[src/rtl/can_txab_pkg.sv]
package can_txab_pkg;
  parameter int NBUF = 3;
  localparam int REG_W   = 8;
  localparam int ABT_LSB = 4;
  localparam int BUF_LSB = 0;

  typedef enum logic [1:0] {
    ADDR_CTRL = 2'd0,
    ADDR_FLAG = 2'd1,
    ADDR_CMD  = 2'd2,
    ADDR_NONE = 2'd3
  } reg_addr_e;
endpackage

[src/rtl/can_txab_regif.sv]
module can_txab_regif
  import can_txab_pkg::*;
#(
  parameter int N = NBUF
) (
  input  logic             reg_wr,
  input  logic [1:0]       reg_addr,
  input  logic [REG_W-1:0] reg_wdata,
  input  logic [N-1:0]     txe_vec,
  input  logic [N-1:0]     ack_vec,
  input  logic [N-1:0]     abtrq_vec,
  input  logic [N-1:0]     ie_vec,
  output logic [N-1:0]     sched_vec,
  output logic [N-1:0]     abort_set_vec,
  output logic             ie_we,
  output logic [N-1:0]     ie_wdata,
  output logic             proto_viol,
  output logic [REG_W-1:0] reg_rdata
);
  logic [N-1:0] wd_buf;
  logic [N-1:0] wd_abt;
  logic         wd_rsvd;
  logic         wr_ctrl, wr_flag, wr_cmd;

  assign wd_buf  = reg_wdata[BUF_LSB +: N];
  assign wd_abt  = reg_wdata[ABT_LSB +: N];
  assign wd_rsvd = reg_wdata[7] | reg_wdata[3];

  always_comb begin
    wr_ctrl = reg_wr && (reg_addr == ADDR_CTRL);
    wr_flag = reg_wr && (reg_addr == ADDR_FLAG);
    wr_cmd  = reg_wr && (reg_addr == ADDR_CMD);
  end

  always_comb begin
    sched_vec     = '0;
    abort_set_vec = '0;
    if (wr_flag || wr_cmd) sched_vec = wd_buf;
    if (wr_ctrl)           abort_set_vec = wd_abt;
    else if (wr_cmd)       abort_set_vec = wd_abt & ~wd_buf;
  end

  assign ie_we      = wr_ctrl;
  assign ie_wdata   = wd_buf;
  assign proto_viol = (wr_cmd && |(wd_abt & wd_buf)) || (reg_wr && wd_rsvd);

  always_comb begin
    reg_rdata = '0;
    unique case (reg_addr)
      ADDR_CTRL: begin
        reg_rdata[ABT_LSB +: N] = abtrq_vec;
        reg_rdata[BUF_LSB +: N] = ie_vec;
      end
      ADDR_FLAG: begin
        reg_rdata[ABT_LSB +: N] = ack_vec;
        reg_rdata[BUF_LSB +: N] = txe_vec;
      end
      default: reg_rdata = '0;
    endcase
  end
endmodule

[src/rtl/can_txab_slot.sv]
module can_txab_slot (
  input  logic clk,
  input  logic rst_n,
  input  logic soft_rst,
  input  logic sched,
  input  logic abort_set,
  input  logic ie_we,
  input  logic ie_wdata,
  input  logic ev_start,
  input  logic ev_ok,
  input  logic ev_fail,
  output logic txe,
  output logic ack,
  output logic abtrq,
  output logic ie
);
  logic txe_d, ack_d, abtrq_d, ie_d, busy, busy_d;
  logic grant, set_evt;

  always_comb begin
    grant   = !txe && abtrq && ((busy && ev_fail) || (!busy && !ev_start));
    set_evt = !txe && (ev_ok || grant);

    txe_d   = txe;
    ack_d   = ack;
    busy_d  = busy;
    abtrq_d = abtrq;
    ie_d    = ie_we ? ie_wdata : ie;

    if (txe) begin
      if (sched) begin
        txe_d = 1'b0;
        ack_d = 1'b0;
      end
    end else begin
      if (ev_start)              busy_d = 1'b1;
      if (ev_ok || ev_fail)      busy_d = 1'b0;
      if (abort_set)             abtrq_d = 1'b1;
      if (set_evt) begin
        txe_d   = 1'b1;
        ack_d   = !ev_ok;
        abtrq_d = 1'b0;
        busy_d  = 1'b0;
      end
    end

    if (soft_rst) begin
      txe_d   = 1'b1;
      ack_d   = 1'b0;
      abtrq_d = 1'b0;
      ie_d    = 1'b0;
      busy_d  = 1'b0;
    end
  end

  always_ff @(posedge clk or negedge rst_n) begin
    if (!rst_n) begin
      txe   <= 1'b1;
      ack   <= 1'b0;
      abtrq <= 1'b0;
      ie    <= 1'b0;
      busy  <= 1'b0;
    end else begin
      txe   <= txe_d;
      ack   <= ack_d;
      abtrq <= abtrq_d;
      ie    <= ie_d;
      busy  <= busy_d;
    end
  end

  AST_EMPTY_NO_ABTRQ: assert property (@(posedge clk) disable iff (!rst_n)
    txe |-> !abtrq);
  AST_ACK_NEEDS_EMPTY: assert property (@(posedge clk) disable iff (!rst_n)
    ack |-> txe);
  AST_ABTRQ_STICKY: assert property (@(posedge clk) disable iff (!rst_n || soft_rst)
    abtrq |=> (abtrq || txe));
  AST_OK_NO_ACK: assert property (@(posedge clk) disable iff (!rst_n || soft_rst)
    (ev_ok && !txe) |=> (txe && !ack));
endmodule

[src/rtl/can_tx_abort_ctrl.sv]
module can_tx_abort_ctrl
  import can_txab_pkg::*;
#(
  parameter int N = NBUF
) (
  input  logic             clk,
  input  logic             rst_n,
  input  logic             soft_rst,
  input  logic             reg_wr,
  input  logic [1:0]       reg_addr,
  input  logic [REG_W-1:0] reg_wdata,
  output logic [REG_W-1:0] reg_rdata,
  input  logic [N-1:0]     tx_start,
  input  logic [N-1:0]     tx_ok,
  input  logic [N-1:0]     tx_lost_arb,
  input  logic [N-1:0]     tx_err,
  input  logic [N-1:0]     buf_wr_req,
  output logic [N-1:0]     buf_wr_ok,
  output logic             buf_wr_viol,
  output logic             proto_viol,
  output logic             irq
);
  logic [N-1:0] txe_vec, ack_vec, abtrq_vec, ie_vec;
  logic [N-1:0] sched_vec, abort_set_vec, ie_wdata;
  logic         ie_we;

  can_txab_regif #(.N(N)) u_regif (
    .reg_wr        (reg_wr),
    .reg_addr      (reg_addr),
    .reg_wdata     (reg_wdata),
    .txe_vec       (txe_vec),
    .ack_vec       (ack_vec),
    .abtrq_vec     (abtrq_vec),
    .ie_vec        (ie_vec),
    .sched_vec     (sched_vec),
    .abort_set_vec (abort_set_vec),
    .ie_we         (ie_we),
    .ie_wdata      (ie_wdata),
    .proto_viol    (proto_viol),
    .reg_rdata     (reg_rdata)
  );

  for (genvar i = 0; i < N; i++) begin : g_slot
    can_txab_slot u_slot (
      .clk       (clk),
      .rst_n     (rst_n),
      .soft_rst  (soft_rst),
      .sched     (sched_vec[i]),
      .abort_set (abort_set_vec[i]),
      .ie_we     (ie_we),
      .ie_wdata  (ie_wdata[i]),
      .ev_start  (tx_start[i]),
      .ev_ok     (tx_ok[i]),
      .ev_fail   (tx_lost_arb[i] | tx_err[i]),
      .txe       (txe_vec[i]),
      .ack       (ack_vec[i]),
      .abtrq     (abtrq_vec[i]),
      .ie        (ie_vec[i])
    );
  end

  assign buf_wr_ok   = buf_wr_req & txe_vec;
  assign buf_wr_viol = |(buf_wr_req & ~txe_vec);
  assign irq         = |(txe_vec & ie_vec);

  AST_SOFT_HOLD: assert property (@(posedge clk) disable iff (!rst_n)
    soft_rst |=> (txe_vec == '1 && ack_vec == '0 && abtrq_vec == '0 && ie_vec == '0));
  AST_GUARD_DISJOINT: assert property (@(posedge clk) disable iff (!rst_n)
    (buf_wr_ok & ~buf_wr_req) == '0);
endmodule

[config.mk]
export PLATFORM = sky130hd
export DESIGN_NAME = can_tx_abort_ctrl
export DESIGN_NICKNAME = d
export VERILOG_FILES = /design/src/rtl/can_txab_pkg.sv /design/src/rtl/can_txab_regif.sv /design/src/rtl/can_txab_slot.sv /design/src/rtl/can_tx_abort_ctrl.sv
export SDC_FILE = /design/constraint.sdc
export NUM_CORES = 1
export LEC_CHECK = 0
export ABC_AREA = 1
export ABC_CLOCK_PERIOD_IN_PS = 1800
export BUFFER_PORTS_ARGS = -buffer_cell sky130_fd_sc_hd__buf_2
export CORE_MARGIN = 2
export CORE_UTILIZATION = 30
export CTS_BUF_LIST = sky130_fd_sc_hd__clkbuf_8
export DETAILED_ROUTE_END_ITERATION = 7
export PLACE_DENSITY_LB_ADDON = 0.05
export SETUP_SLACK_MARGIN = 0.15
export SLEW_MARGIN = 15
export SYNTH_ARGS = -nofsm -noshare
export SYNTH_HDL_FRONTEND = slang
export SYNTH_HIERARCHICAL = 1
export SYNTH_SLANG_ARGS = --single-unit
[constraint.sdc]
create_clock -name clk -period 1.8 [get_ports clk]
set_clock_uncertainty 0.15 [all_clocks]
set_input_delay 0.18 -clock clk [delete_from_list [all_inputs] [get_ports clk]]
set_output_delay 0.18 -clock clk [all_outputs]
set_load 0.01 [all_outputs]
# --- After elaboration in Yosys (flattened, before gate mapping) ---
# Cells that the tools add are included.
classes:
  eq_ne: 8
  mux: 62
  bitwise_logic: 11
  reduce_logical: 66
ops:
  columns: ["op", "count"]
  rows:
  - ["2-to-1 mux 1 bit", 57]
  - ["logical AND 1 bit", 20]
  - ["AND reduction 2 bit", 9]
  - ["nonzero test 3 bit", 6]
  - ["bitwise AND 3 bit", 5]
  - ["zero test 1 bit", 12]
  - ["one-hot mux 3 bit (2 select lines)", 2]
  - ["nonzero test 4 bit", 3]
  - ["logical OR 1 bit", 11]
  - ["2-to-1 mux 3 bit", 3]
  - ["inequality test 3 bit, second input constant", 3]
  - ["OR reduction 3 bit", 3]
  - ["inequality test 2 bit, second input constant", 3]
  - ["inverter 3 bit", 2]
  - ["bitwise OR 1 bit", 4]
  - ["== test 2 x 1 -> 1 bit, second input constant", 1]
  - ["== test 2 bit, second input constant", 1]
  - ["zero test 2 bit", 1]
  - ["nonzero test 2 bit", 1]
word_totals:
  register_bits: 15
  inputBits: 29
  output_inout_bits: 14

# --- Longest topological paths before layout ---
logic_depth:
  word_depth: 9
  depth_mapped: 9

# --- Modules after synthesis ---
# The synthesis kept the hierarchy.
modules_own_cells:
  columns: ["mod", "instances", "cells_each", "area_each_um2"]
  rows:
  - ["can_txab_slot", 3, 35, 262.8]
  - ["can_txab_regif", 1, 54, 269.0]
  - ["can_tx_abort_ctrl", 1, 20, 85.1]

# --- Worst setup path before layout ---
# OpenSTA, ideal clock, no wires.
synth_path:
  path_kind: "in2reg"
  from: "in reg_addr[0]"
  to: "reg g_slot[0].u_slot.ie"
  setup_ns: 0.078
  t_arrival_ns: 0.953
  required_ns: 1.572
  setup_slack_ns: 0.620
  cell_stages: 4
  path_buffers: 1
  path_cell_list: "buf_6 -> nor3b_1 -> o21ai_1 -> a21oi_1"
synth_between:
  elab_chain_cells: 3
synth_lines:
  columns: ["element", "line_no", "rtl"]
  rows:
  - ["start, declared", "can_tx_abort_ctrl.sv:10", "input logic [1:0] reg_addr,"]
  - ["zero test 2 bit", "can_txab_regif.sv:30", "wr_ctrl = reg_wr && (reg_addr == ADDR_CTRL);"]
  - ["logical AND 1 bit", "can_txab_regif.sv:30", null]
  - ["named net ie_we", "can_tx_abort_ctrl.sv:25", "logic ie_we;"]
  - ["nonzero test 2 bit (no line)", null, null]
  - ["end signal, assigned", "can_txab_slot.sv:67", "ie <= ie_d;"]
  - ["end, declared", "can_txab_slot.sv:15", "output logic ie"]
# The timed path passes the listed nets, and every way through them passes these cells.
# A chain may end at the register's enable or synchronous reset.

# --- Final worst setup path ---
layout_path:
  from: "reg g_slot[1].u_slot.txe"
  to: "out buf_wr_viol"
layout_between:
  elab_chain_cells: 3
layout_lines:
  columns: ["element", "line_no", "rtl"]
  rows:
  - ["start, declared", "can_txab_slot.sv:12", "output logic txe,"]
  - ["start signal, assigned", "can_txab_slot.sv:64", "txe <= txe_d;"]
  - ["inverter 3 bit", "can_tx_abort_ctrl.sv:63", "assign buf_wr_viol = |(buf_wr_req & ~txe_vec);"]
  - ["bitwise AND 3 bit", "can_tx_abort_ctrl.sv:63", null]
  - ["OR reduction 3 bit", "can_tx_abort_ctrl.sv:63", null]
  - ["end, declared", "can_tx_abort_ctrl.sv:19", "output logic buf_wr_viol,"]
# No other way between the ends.

==> reports/qor.yml <==
synth:
  syn_inst: 179
  yosysUniqueCellTypes: 20
  synth_flop_cell: "dfrtp_1"
  ys_warn_count: 6
  syn_area_um2: 1140
  synthArstFlopShare: 1.00
  synth_area_leaders: "dfrtp_1 (26%), nand2_1 (17%), inv_1 (13%)"
  yosysMostFrequentCell: "nand2_1"
  synth_top_area_cell: "dfrtp_1"
  synth_top_area_share: 0.263
  synth_edf_count: 0
  avgSynthCellArea_um2: 6.38
  ys_ff_latch: 15
  synth_common_cells: "nand2_1 (53), inv_1 (39), nand3_1 (16)"
  ys_seq_area_frac: 0.332
die:
  fp-row-count: 22
  initial_utilization: 0.312
  die_width_um: 65.7
  dieArea_um2: 4320
  die_y_um: 65.7
  io-pin-count: 43
  core_um2: 3660
clock_tree:
  cts_tree: "yes"
  clkTransAtPathRegs_ns: 0.07
  cts_buffer_depth: 2
  numCtsBuffers: 3
  cts_resized: 0
  cts.sinks: 15
  clkLatencyLatePin_ns: 0.25
  clockRootBuffer: "clkbuf_8"
  htreeDepth: 1
timing:
  holdWs_ns: 0.0331
  slew_viol_final: 0
  hold_viol_final: 0
  grt_setup_unrepaired: "false"
  finalWorstPathRequiredPeriod_ns: 1.54
  fmax_mhz: 648
  setup-tns-final_ns: 0
  setup_viol: 0
  period_share: 0.858
global_route:
  antenna_found_initial: 0
  grt-ovfl-total: 0
  grt_usage: 0.160
  grt_pass1_vias: 1129
  grt_max_degree: 16
  grt_pass1_wl_um: 5280
power_and_ir_drop:
  power_switching_w: 0.000295
  power.share.clock: 0.315
  vdd_drop_max_v: 0.000444
  pwr-share-seq: 0.428
  p_int_w: 0.000612
  switching_share: 0.325
  p_per_area_nw_per_um2: 628
  p_leak_nw: 0.876
  power_frac_comb: 0.256
setup_path:
  crit_family: "flip-flops"
  cp_cell_sequence: "inv_1, nand2_1, nand3_1, buf_2"
  cp-end-kind: "output port"
  worstSetupStartpointType: "flip-flop"
  crit_arrival_ns: 1.21
  path_max_fanout: 8
  path_class: "flip-flop to output port"
  slowest_stage: "dfstp_2"
  max_stage_delay_ns: 0.63
  cp_num_buf_inv: 2
  critPathRequiredTime_ns: 1.47
route:
  drt_first_pass_iters: 6
  drtIter0Drc: 45
  wl_per_cell_um: 11.4
  wl_um: 3100
  ant_nets: 0
  dr_total_vias: 1219
  route.detailed.drc: 0
  via_per_inst: 4.50
final_layout:
  nets: 253
  drive_gt1_frac: 0.278
  syn2layout_area_growth_pct: 26.4
  diodes: 0
  fillerInstances: 411
placed_design:
  hpwl_um: 2370
  port_buffers: 40
  place_congestion: 0.761
min_path:
  hp-class: "input port to flip-flop"
status:
  status: "finished, final reports clean"
run:
  cap_violations: 0
placed cells by master, fill, tap and decap left out, types with 2 or more instances in the layout:
cell and n:
nor2_1 6, nand2_1 53, dfstp_2 3, buf_2 40, inv_1 39, nand4_1 3, nand3_1 16, or2_1 3
a21oi_1 12, o21ai_1 6, o21ai_0 4, conb_1 2, buf_4 4, o211ai_1 3, clkbuf_8 3, nand2_2 6
a21oi_2 3, dfrtp_1 12
registers in the layout, indices dropped and copies added (netlist names):
signal               count
g_slot.u_slot/abtrq      3
g_slot.u_slot/ack        3
g_slot.u_slot/busy       3
g_slot.u_slot/ie         3
g_slot.u_slot/txe        3
metal layers:
layer  part of all wire  GRT usage
met1               0.41      0.192
met4              0.012     0.0313
met5                  0          0
met2               0.52      0.284
met3              0.056     0.0445
worst paths after layout:
kind | start | to | slack [ns] | cells after the start
max | g_slot[1].u_slot/txe$_DFF_PN1_ | buf_wr_viol | 0.26 | 4
min | reg_wdata[0] | g_slot[0].u_slot/ie$_DFFE_PN0P_ | 0.03 | 3
max reg2reg | g_slot[0].u_slot/txe$_DFF_PN1_ | g_slot[0].u_slot/busy$_DFFE_PN0P_ | 0.51 | 6
min reg2reg | g_slot[1].u_slot/ack$_DFFE_PN0P_ | g_slot[1].u_slot/ack$_DFFE_PN0P_ | 0.38 | 2
max in group asynchronous | rst_n | g_slot[2].u_slot/txe$_DFF_PN1_ | 0.95 | 2
min in group asynchronous | rst_n | g_slot[1].u_slot/ack$_DFFE_PN0P_ | 0.22 | 2
per-stage QoR:
stage	setup WS (ns)	power [W]	std cells	util	instance area, µm²
floorplan	0.620	0.000528	180	-	1150
global placement	0.442	0.000617	263	0.373	1370
detailed placement	0.401	0.000619	263	0.373	1370
CTS	0.242	0.000912	268	0.388	1420
global route	0.166	0.000982	271	0.394	1440
finish	0.256	0.000907	271	0.394	1440
kinds of logic after synthesis:
group / share of synthesized area
other cells: 0.00328
flops: 0.332
buf+inv: 0.171
compound gates: 0.139
simple gates: 0.355
worst register-to-register path, stage by stage, from the launching register on:
cell and delay, ns:
dfstp_2 0.60, buf_4 0.13, nand2_2 0.07, nand2_1 0.06, nand2_1 0.05, o211ai_1 0.07, inv_1 0.06
final cells by class:
cell class | count | area [µm²] | area share
multi-input combinational | 120 | 572 | 0.396
sequential | 15 | 379 | 0.263
timing repair buffer | 45 | 240 | 0.166
inverter | 39 | 146 | 0.101
tap | 48 | 60.1 | 0.0416
clock buffer | 3 | 41.3 | 0.0286
clock inverter | 1 | 5.00 | 0.00347
power groups by stage:
stage,combinational [W],clock [W],sequential [W]
6_report,0.000233,0.000286,0.000388
4_1_cts,0.000225,0.000296,0.000391
5_1_grt,0.000270,0.000318,0.000393
2_1_floorplan,0.000140,0,0.000388
3_3_place_gp,0.000220,0,0.000397
3_5_place_dp,0.000222,0,0.000397
repair_timing:
item                       in CTS  in global routing
setup endpoints to repair       0                  2
buffers inserted                0                  3
hold buffers                    1                  0
hold endpoints to repair       12                  0
(Power assumes the default switching activity.)
